### config.mk
export PLATFORM = sky130hd
export DESIGN_NAME = tcmp_unit
export DESIGN_NICKNAME = d
export VERILOG_FILES = /design/src/rtl/tcmp_pkg.sv /design/src/rtl/tcmp_reg.sv /design/src/rtl/tcmp_flag.sv /design/src/rtl/tcmp_wave.sv /design/src/rtl/tcmp_unit.sv
export SDC_FILE = /design/constraint.sdc
export NUM_CORES = 1
export LEC_CHECK = 0
export CAP_MARGIN = 10
export CORE_MARGIN = 5
export CORE_UTILIZATION = 50
export DETAILED_ROUTE_END_ITERATION = 16
export PLACE_DENSITY = 0.89
export SKIP_CTS_REPAIR_TIMING = 1
export SLEW_MARGIN = 20
export SYNTH_ARGS = -nofsm -noshare
export SYNTH_HDL_FRONTEND = slang
export SYNTH_HIERARCHICAL = 1
export SYNTH_SLANG_ARGS = --single-unit
### constraint.sdc
create_clock -name clk -period 4.35 [get_ports clk]
set_input_delay 0.87 -clock clk [delete_from_list [all_inputs] [get_ports clk]]
set_output_delay 0.87 -clock clk [all_outputs]
set_load 0.005 [all_outputs]
### src/rtl/tcmp_pkg.sv
package tcmp_pkg;

    localparam int CNT_W_DEF = 8;
    localparam int NCH       = 2;

    typedef enum logic [1:0] {
        WM_NORMAL = 2'b00,
        WM_CTC    = 2'b01,
        WM_FAST   = 2'b10,
        WM_PHASE  = 2'b11
    } wave_mode_e;

    typedef enum logic [1:0] {
        PA_KEEP   = 2'b00,
        PA_TOGGLE = 2'b01,
        PA_CLEAR  = 2'b10,
        PA_SET    = 2'b11
    } pin_act_e;

    typedef struct packed {
        logic tick;
        logic down;
        logic at_top;
        logic at_bottom;
        logic at_max;
    } cnt_state_t;

    function automatic logic is_pwm(wave_mode_e m);
        return m[1];
    endfunction

    // Next pin level for an action; in phase-correct mode the direction
    // flips clear/set, except at the all-ones point, where the up action rules.
    function automatic logic next_pin(pin_act_e a, wave_mode_e m,
                                      logic down, logic at_max, logic cur);
        logic eff_down;
        eff_down = (m == WM_PHASE) && down && !at_max;
        case (a)
            PA_KEEP:   return cur;
            PA_TOGGLE: return ~cur;
            PA_CLEAR:  return eff_down;
            default:   return ~eff_down;
        endcase
    endfunction

endpackage

### src/rtl/tcmp_reg.sv
module tcmp_reg
    import tcmp_pkg::*;
#(
    parameter int CW = CNT_W_DEF
) (
    input  logic          clk,
    input  logic          rst,
    input  wave_mode_e    wmode,
    input  cnt_state_t    cs,
    input  logic          wr_en,
    input  logic [CW-1:0] wr_data,
    output logic [CW-1:0] active
);
    logic [CW-1:0] shadow;
    logic          load_pt;

    always_comb begin
        case (wmode)
            WM_FAST:  load_pt = cs.tick && cs.at_bottom;
            WM_PHASE: load_pt = cs.tick && cs.at_top;
            default:  load_pt = 1'b0;
        endcase
    end

    always_ff @(posedge clk) begin
        if (rst) begin
            shadow <= '0;
            active <= '0;
        end else begin
            if (wr_en)
                shadow <= wr_data;
            if (!is_pwm(wmode)) begin
                if (wr_en)
                    active <= wr_data;
            end else if (load_pt) begin
                active <= wr_en ? wr_data : shadow;
            end
        end
    end
endmodule

### src/rtl/tcmp_flag.sv
module tcmp_flag (
    input  logic clk,
    input  logic rst,
    input  logic set_ev,
    input  logic clr_sw,
    input  logic ack,
    input  logic ien,
    output logic flag,
    output logic irq
);
    always_ff @(posedge clk) begin
        if (rst)
            flag <= 1'b0;
        else if (set_ev)
            flag <= 1'b1;
        else if (clr_sw || ack)
            flag <= 1'b0;
    end

    assign irq = flag && ien;
endmodule

### src/rtl/tcmp_wave.sv
module tcmp_wave
    import tcmp_pkg::*;
(
    input  logic       clk,
    input  logic       rst,
    input  logic       ev_match,
    input  logic       ev_force,
    input  pin_act_e   act,
    input  wave_mode_e wmode,
    input  cnt_state_t cs,
    output logic       pin
);
    logic use_down;

    // A forced action without a real match uses the up-count action.
    assign use_down = ev_match ? cs.down : 1'b0;

    always_ff @(posedge clk) begin
        if (rst)
            pin <= 1'b0;
        else if (ev_match || ev_force)
            pin <= next_pin(act, wmode, use_down, cs.at_max && ev_match, pin);
    end
endmodule

### src/rtl/tcmp_unit.sv
module tcmp_unit
    import tcmp_pkg::*;
#(
    parameter int CW = CNT_W_DEF
) (
    input  logic          clk,
    input  logic          rst,
    input  logic          tick,
    input  logic [CW-1:0] cnt,
    input  logic          cnt_down,
    input  logic          at_top,
    input  logic          at_bottom,
    input  logic          at_max,
    input  logic [1:0]    wmode,
    input  logic          wr_en_a,
    input  logic          wr_en_b,
    input  logic [CW-1:0] wr_data,
    input  logic [1:0]    pin_mode_a,
    input  logic [1:0]    pin_mode_b,
    input  logic [1:0]    irq_en,
    input  logic [1:0]    irq_ack,
    input  logic [1:0]    flag_clr,
    input  logic [1:0]    force_cmp,
    output logic [CW-1:0] cmp_a,
    output logic [CW-1:0] cmp_b,
    output logic [1:0]    match,
    output logic [1:0]    flag,
    output logic [1:0]    irq,
    output logic [1:0]    pin,
    output logic          ctr_clear
);
    wave_mode_e    wm;
    cnt_state_t    cs;
    logic [CW-1:0] act_val [NCH];
    logic [NCH-1:0] wr_en_v;
    pin_act_e      pact    [NCH];

    assign wm         = wave_mode_e'(wmode);
    assign cs         = '{tick: tick, down: cnt_down, at_top: at_top,
                          at_bottom: at_bottom, at_max: at_max};
    assign wr_en_v    = {wr_en_b, wr_en_a};
    assign pact[0]    = pin_act_e'(pin_mode_a);
    assign pact[1]    = pin_act_e'(pin_mode_b);

    for (genvar ch = 0; ch < NCH; ch++) begin : g_ch
        logic hit;
        assign hit       = (cnt == act_val[ch]);
        assign match[ch] = hit;

        tcmp_reg #(.CW(CW)) u_reg (
            .clk     (clk),
            .rst     (rst),
            .wmode   (wm),
            .cs      (cs),
            .wr_en   (wr_en_v[ch]),
            .wr_data (wr_data),
            .active  (act_val[ch])
        );

        tcmp_flag u_flag (
            .clk    (clk),
            .rst    (rst),
            .set_ev (tick && hit),
            .clr_sw (flag_clr[ch]),
            .ack    (irq_ack[ch]),
            .ien    (irq_en[ch]),
            .flag   (flag[ch]),
            .irq    (irq[ch])
        );

        tcmp_wave u_wave (
            .clk      (clk),
            .rst      (rst),
            .ev_match (tick && hit),
            .ev_force (force_cmp[ch]),
            .act      (pact[ch]),
            .wmode    (wm),
            .cs       (cs),
            .pin      (pin[ch])
        );
    end

    assign cmp_a     = act_val[0];
    assign cmp_b     = act_val[1];
    assign ctr_clear = (wm == WM_CTC) && match[0];
endmodule

* After elaboration in Yosys (flattened, before gate mapping)
Index checks and enable logic that the tools add are counted.
** Storage, ports and cells
- Flip-flop bits (word level) :: 36
- Latch bits :: 0
- Memory bits (writable) :: 0
- Bits in read-only memories :: 0
- Output and inout bits :: 25
- Memories kept :: 0
** Operators by class
- $add $sub $neg :: 0
- Multiply operators :: 0
- Divide/modulo/power cells :: 0
- Order comparisons :: 0
- Equal/unequal tests :: 10
- Shift operators :: 0
- Muxes and demuxes :: 17
- Bitwise logic cells :: 6
- Reduce and logical (&&, ||, !) cells :: 29
** Operators by type and width (number)
- 2-to-1 mux 8 bit :: 8
- == test 8 bit :: 2
- logical AND 1 bit :: 13
- == test 2 bit (second input constant) :: 4
- AND reduction 2 bit :: 4
- nonzero test 2 bit :: 4
- == test 2 x 1 -> 1 bit (second input constant) :: 3
- 2-to-1 mux 1 bit :: 6
- inverter 1 bit :: 6
- case mux 1 bit (3 select lines) :: 2
- logical NOT 2 bit :: 2
- logical OR 1 bit :: 4
- logical NOT 1 bit :: 2
- != test 2 x 1 -> 1 bit (second input constant) :: 1
- case mux 1 bit (2 select lines) :: 1

* Depth between registers and ports, before layout
- Depth in word-level cells :: 7
- Mapped depth :: 6

* Modules after synthesis
The synthesis kept the hierarchy.
** By module, submodules not included
- tcmp_reg :: instances 2, cells each 67, area an instance 734.5 µm², sequential area each 320.3 µm²
- tcmp_wave :: instances 2, cells each 14, area an instance 131.4 µm², sequential area each 20.0 µm²
- tcmp_unit :: instances 1, cells each 30, area an instance 217.7 µm², sequential area each 0.0 µm²
- tcmp_flag :: instances 2, cells each 5, area an instance 43.8 µm², sequential area each 20.0 µm²

* Worst setup path after synthesis
OpenSTA, ideal clock, no wires.
- Path kind :: input-to-output
- Start point :: input cnt[0]
- End point :: output ctr_clear
- Arrival :: 1.460 ns
- Setup slack :: 2.020 ns
- Stages on the path :: 3
- Cells stage by stage :: xnor2_1 > nand4_1 > nor4_1
** On the way
- Cells in the longest elaborated chain, start to end :: 2
** RTL lines
- start, declared :: RTL line tcmp_unit.sv:9 : input logic [CW-1:0] cnt,
- == test 8 bit :: RTL line tcmp_unit.sv:47 : assign hit = (cnt == act_val[ch]);
- logical AND 1 bit :: RTL line tcmp_unit.sv:85 : assign ctr_clear = (wm == WM_CTC) && match[0];
- end, declared :: RTL line tcmp_unit.sv:30 : output logic ctr_clear
Every way passes these cells.

* Worst setup path after layout
Ends and elaborated chain as after synthesis.

==> results.md <==
- Run status: finished, final reports clean
- Worst skew pair latency: 0.29 ns
- Most frequent cells in the layout: 63 x clkdlybuf4s50_1, 36 x dfxtp_1, 32 x mux2i_1, 32 x a211oi_1, 17 x nor2_1
- Ratio of cells with drive above 1 in the final layout: 0.0615
- WHS Path Cells: 2
- Port-buffer cells: 63
- Sw Pwr: 216 uW
- H-tree level count: 2
- Yosys cell types: 29
- Worst Setup Path Type: input port to output pin
- GRT Residual Overflow: 0
- Fillers: about 350
- CTS Sinks: 36
- DRT Pass-1 Iters: 4
- Combinational Power Share: 0.233
- Largest net degree at the start of global routing: 39
- Peak Freq: 0.293 GHz
- Final Wtd Congestion: between 0.8 and 0.9
- Top cells by area, synth: dfxtp_1 35%, mux2i_1 16%, a211oi_1 12%
- Initial antenna violation count: 0
- Yosys warning count: 6
- Number of global-route vias before repair: roughly 1.6k
- Total negative slack: 0 ns
- CP arrival: 2.54 ns
- Seq. cell area: 721 sq um
- First-pass GRT wire length: about 7800 um
- Yosys top cell area share: 0.354
- Dpl hpwl: ~3800 um
- Multi-input gate area: roughly 0.0012 sq mm
- Worst setup EP type: output pin
- RSZ-0062 raised after global routing: no
- CP delay by family, top: buffers and inverters
- Cell Chain, Critical Path: clkdlybuf4s50_1, xnor2_1, nand4_1, nor4_1, clkdlybuf4s50_1
- DRT iter0 DRCs: 41
- Die area: 0.00545 sq mm
- Min Clock Period, post-route: 3.41 ns
- Root Buffer: clkbuf_8
- Fin crit share: 0.785
- Worst setup SP type: input port
- DRT Wirelength: 5030 um
- Final nets: approximately 300
- Post-Syn Area: approximately 0.0020 sq mm
- Max Buffers Root-to-Sink: 2
- Die Span X: 73.8 um
- Routed vias: between 1.5k and 2k
- Worst EP required: 3.48 ns
- Flop pwr share: 0.462
- Clock share of power: 0.305
- Antenna cells: 0
- Internal: 590 uW
- Clock skew: ~0.0064 ns
- Switching Share: 0.268
- Synth-to-Final Area Change: 33.7%
- Most frequent standard cell in the layout excluding fill and tap cells: clkdlybuf4s50_1
- Setup violators final: 0
- Overall die height: around 74 um
- Yosys reg bits: 36
- DR WL/cell: approximately 16 um
- Post-synth EDFFs: 0
- CTS Buf Count: 5
- Max FO, Critical Path: 3
- I/O Pins: 64
- Rows: 23
- Reg2Reg Depth: 6
- Slew HR: 0.613
- CTS tree: yes
- Final ANT Viol Nets: 0
- Gr usage total: 0.189
- Pwr Density: 296 mW/mm^2
- Post-layout util: 0.686
- Max VDD drop: about 0.24 mV
- MaxCap Viol Count: 0
- Leak: 1.09 nW
- Slew @ Worst Pin: about 0.58 ns
- FFs w/ async S/R, synth: 0
- HP Class: register to register
- Slowest CP cell: clkdlybuf4s50_1
- Core ar.: 0.00397 sq mm
- Drc violations: 0
- Worst-path clk slew: 0.07 ns
- Critical Path Stages: 5
- Net count after synthesis: approximately 250
- Starting Density: 0.513
- Register area share after synthesis: 0.354
- Final hold vios: 0
- Most used DFF post-synth: dfxtp_1
- Pins Over Slew Limit: 0
- Crit path largest cell delay: roughly 0.55 ns
- Gate Count Post-Synth: a little over 200
- Vias/cell: between 5 and 6
- CP Buf/Inv Count: 2
- Cell mode on critical path: clkdlybuf4s50_1
- Power, Total: 807 uW
- Yosys top cell by area: dfxtp_1
- Post-synthesis area per instance: roughly 10 sq um
[through the flow]
step	hold slack (ns)	setup slack (ns)	cells	cell area [sq um]
6_report	0.497	0.936	310	2720
4_1_cts	0.498	0.942	310	2720
2_1_floorplan	0.460	2.02	202	2040
3_5_place_dp	0.479	0.941	302	2630
3_3_place_gp	0.472	0.945	302	2630
5_1_grt	0.536	0.869	310	2720
[cell families (layout without fill, tap and decap cells)]
logic type | after synthesis | count (layout) | share of synthesized area
compound gates | 42 | 42 | 0.172
xor+xnor | 16 | 16 | 0.0688
fa+ha+maj | 6 | 6 | 0.0369
buf+inv | 23 | 81 | 0.0694
flops | 36 | 36 | 0.354
mux | 34 | 34 | 0.172
simple gates | 45 | 45 | 0.127
[power by group through the flow]
| stage | logic, mW | clock network, mW | registers, mW |
|---|---|---|---|
| after floorplan | 0.103 | 0 | 0.377 |
| after global placement | 0.184 | 0 | 0.380 |
| after detailed placement | 0.187 | 0 | 0.381 |
| after CTS | 0.189 | 0.252 | 0.373 |
| after global routing | 0.204 | 0.268 | 0.376 |
| final | 0.188 | 0.246 | 0.373 |
[worst reg2reg max path: stages (launching register included)]
cell      delay [ns]
dfxtp_1         0.43
xnor2_1         0.17
nand4_1         0.17
nor4_1          0.56
nand4b_1        0.22
o221a_1         0.27
o41ai_2         0.30
[worst paths after layout]
path / slack, ns / start / end
worst max-delay path: 0.94 / cnt[0] / ctr_clear
worst min-delay path: 0.50 / g_ch[1].u_reg/shadow[7] / g_ch[1].u_reg/shadow[7]
worst max register to register: 2.15 / g_ch[0].u_reg/active[0] / g_ch[0].u_wave/pin
worst min register to register: 0.50 / g_ch[1].u_reg/shadow[7] / g_ch[1].u_reg/shadow[7]
[sequential cells by signal (all words and copies together) (netlist names)]
register and count:
g_ch.u_flag/flag 2, g_ch.u_reg/active 16, g_ch.u_wave/pin 2, g_ch.u_reg/shadow 16
[Yosys cell counts, drive strengths merged, types with 3 or more instances]
library cell	number
nand2	4
buf	8
clkbuf	6
mux2i	32
a211oi	32
nor2	17
nand4	3
dfxtp	36
inv	9
xnor2	16
ha	6
and2	4
[per-layer routing]
layer / GRT usage / routed length (um)
met1: 0.251 / 2280
met2: 0.291 / 2260
met3: 0.0492 / 372
met4: 0.0765 / 112
met5: 0 / 0
[area by class of cell]
cell class              count  share of cell area
clock buffers               7              0.0317
clock inverters             1             0.00276
inverters                   9              0.0124
multi-input cells         143               0.431
flip-flops and latches     36               0.265
well taps                  50              0.0230
repair buffers             64               0.234
(Power assumes the default switching activity.)
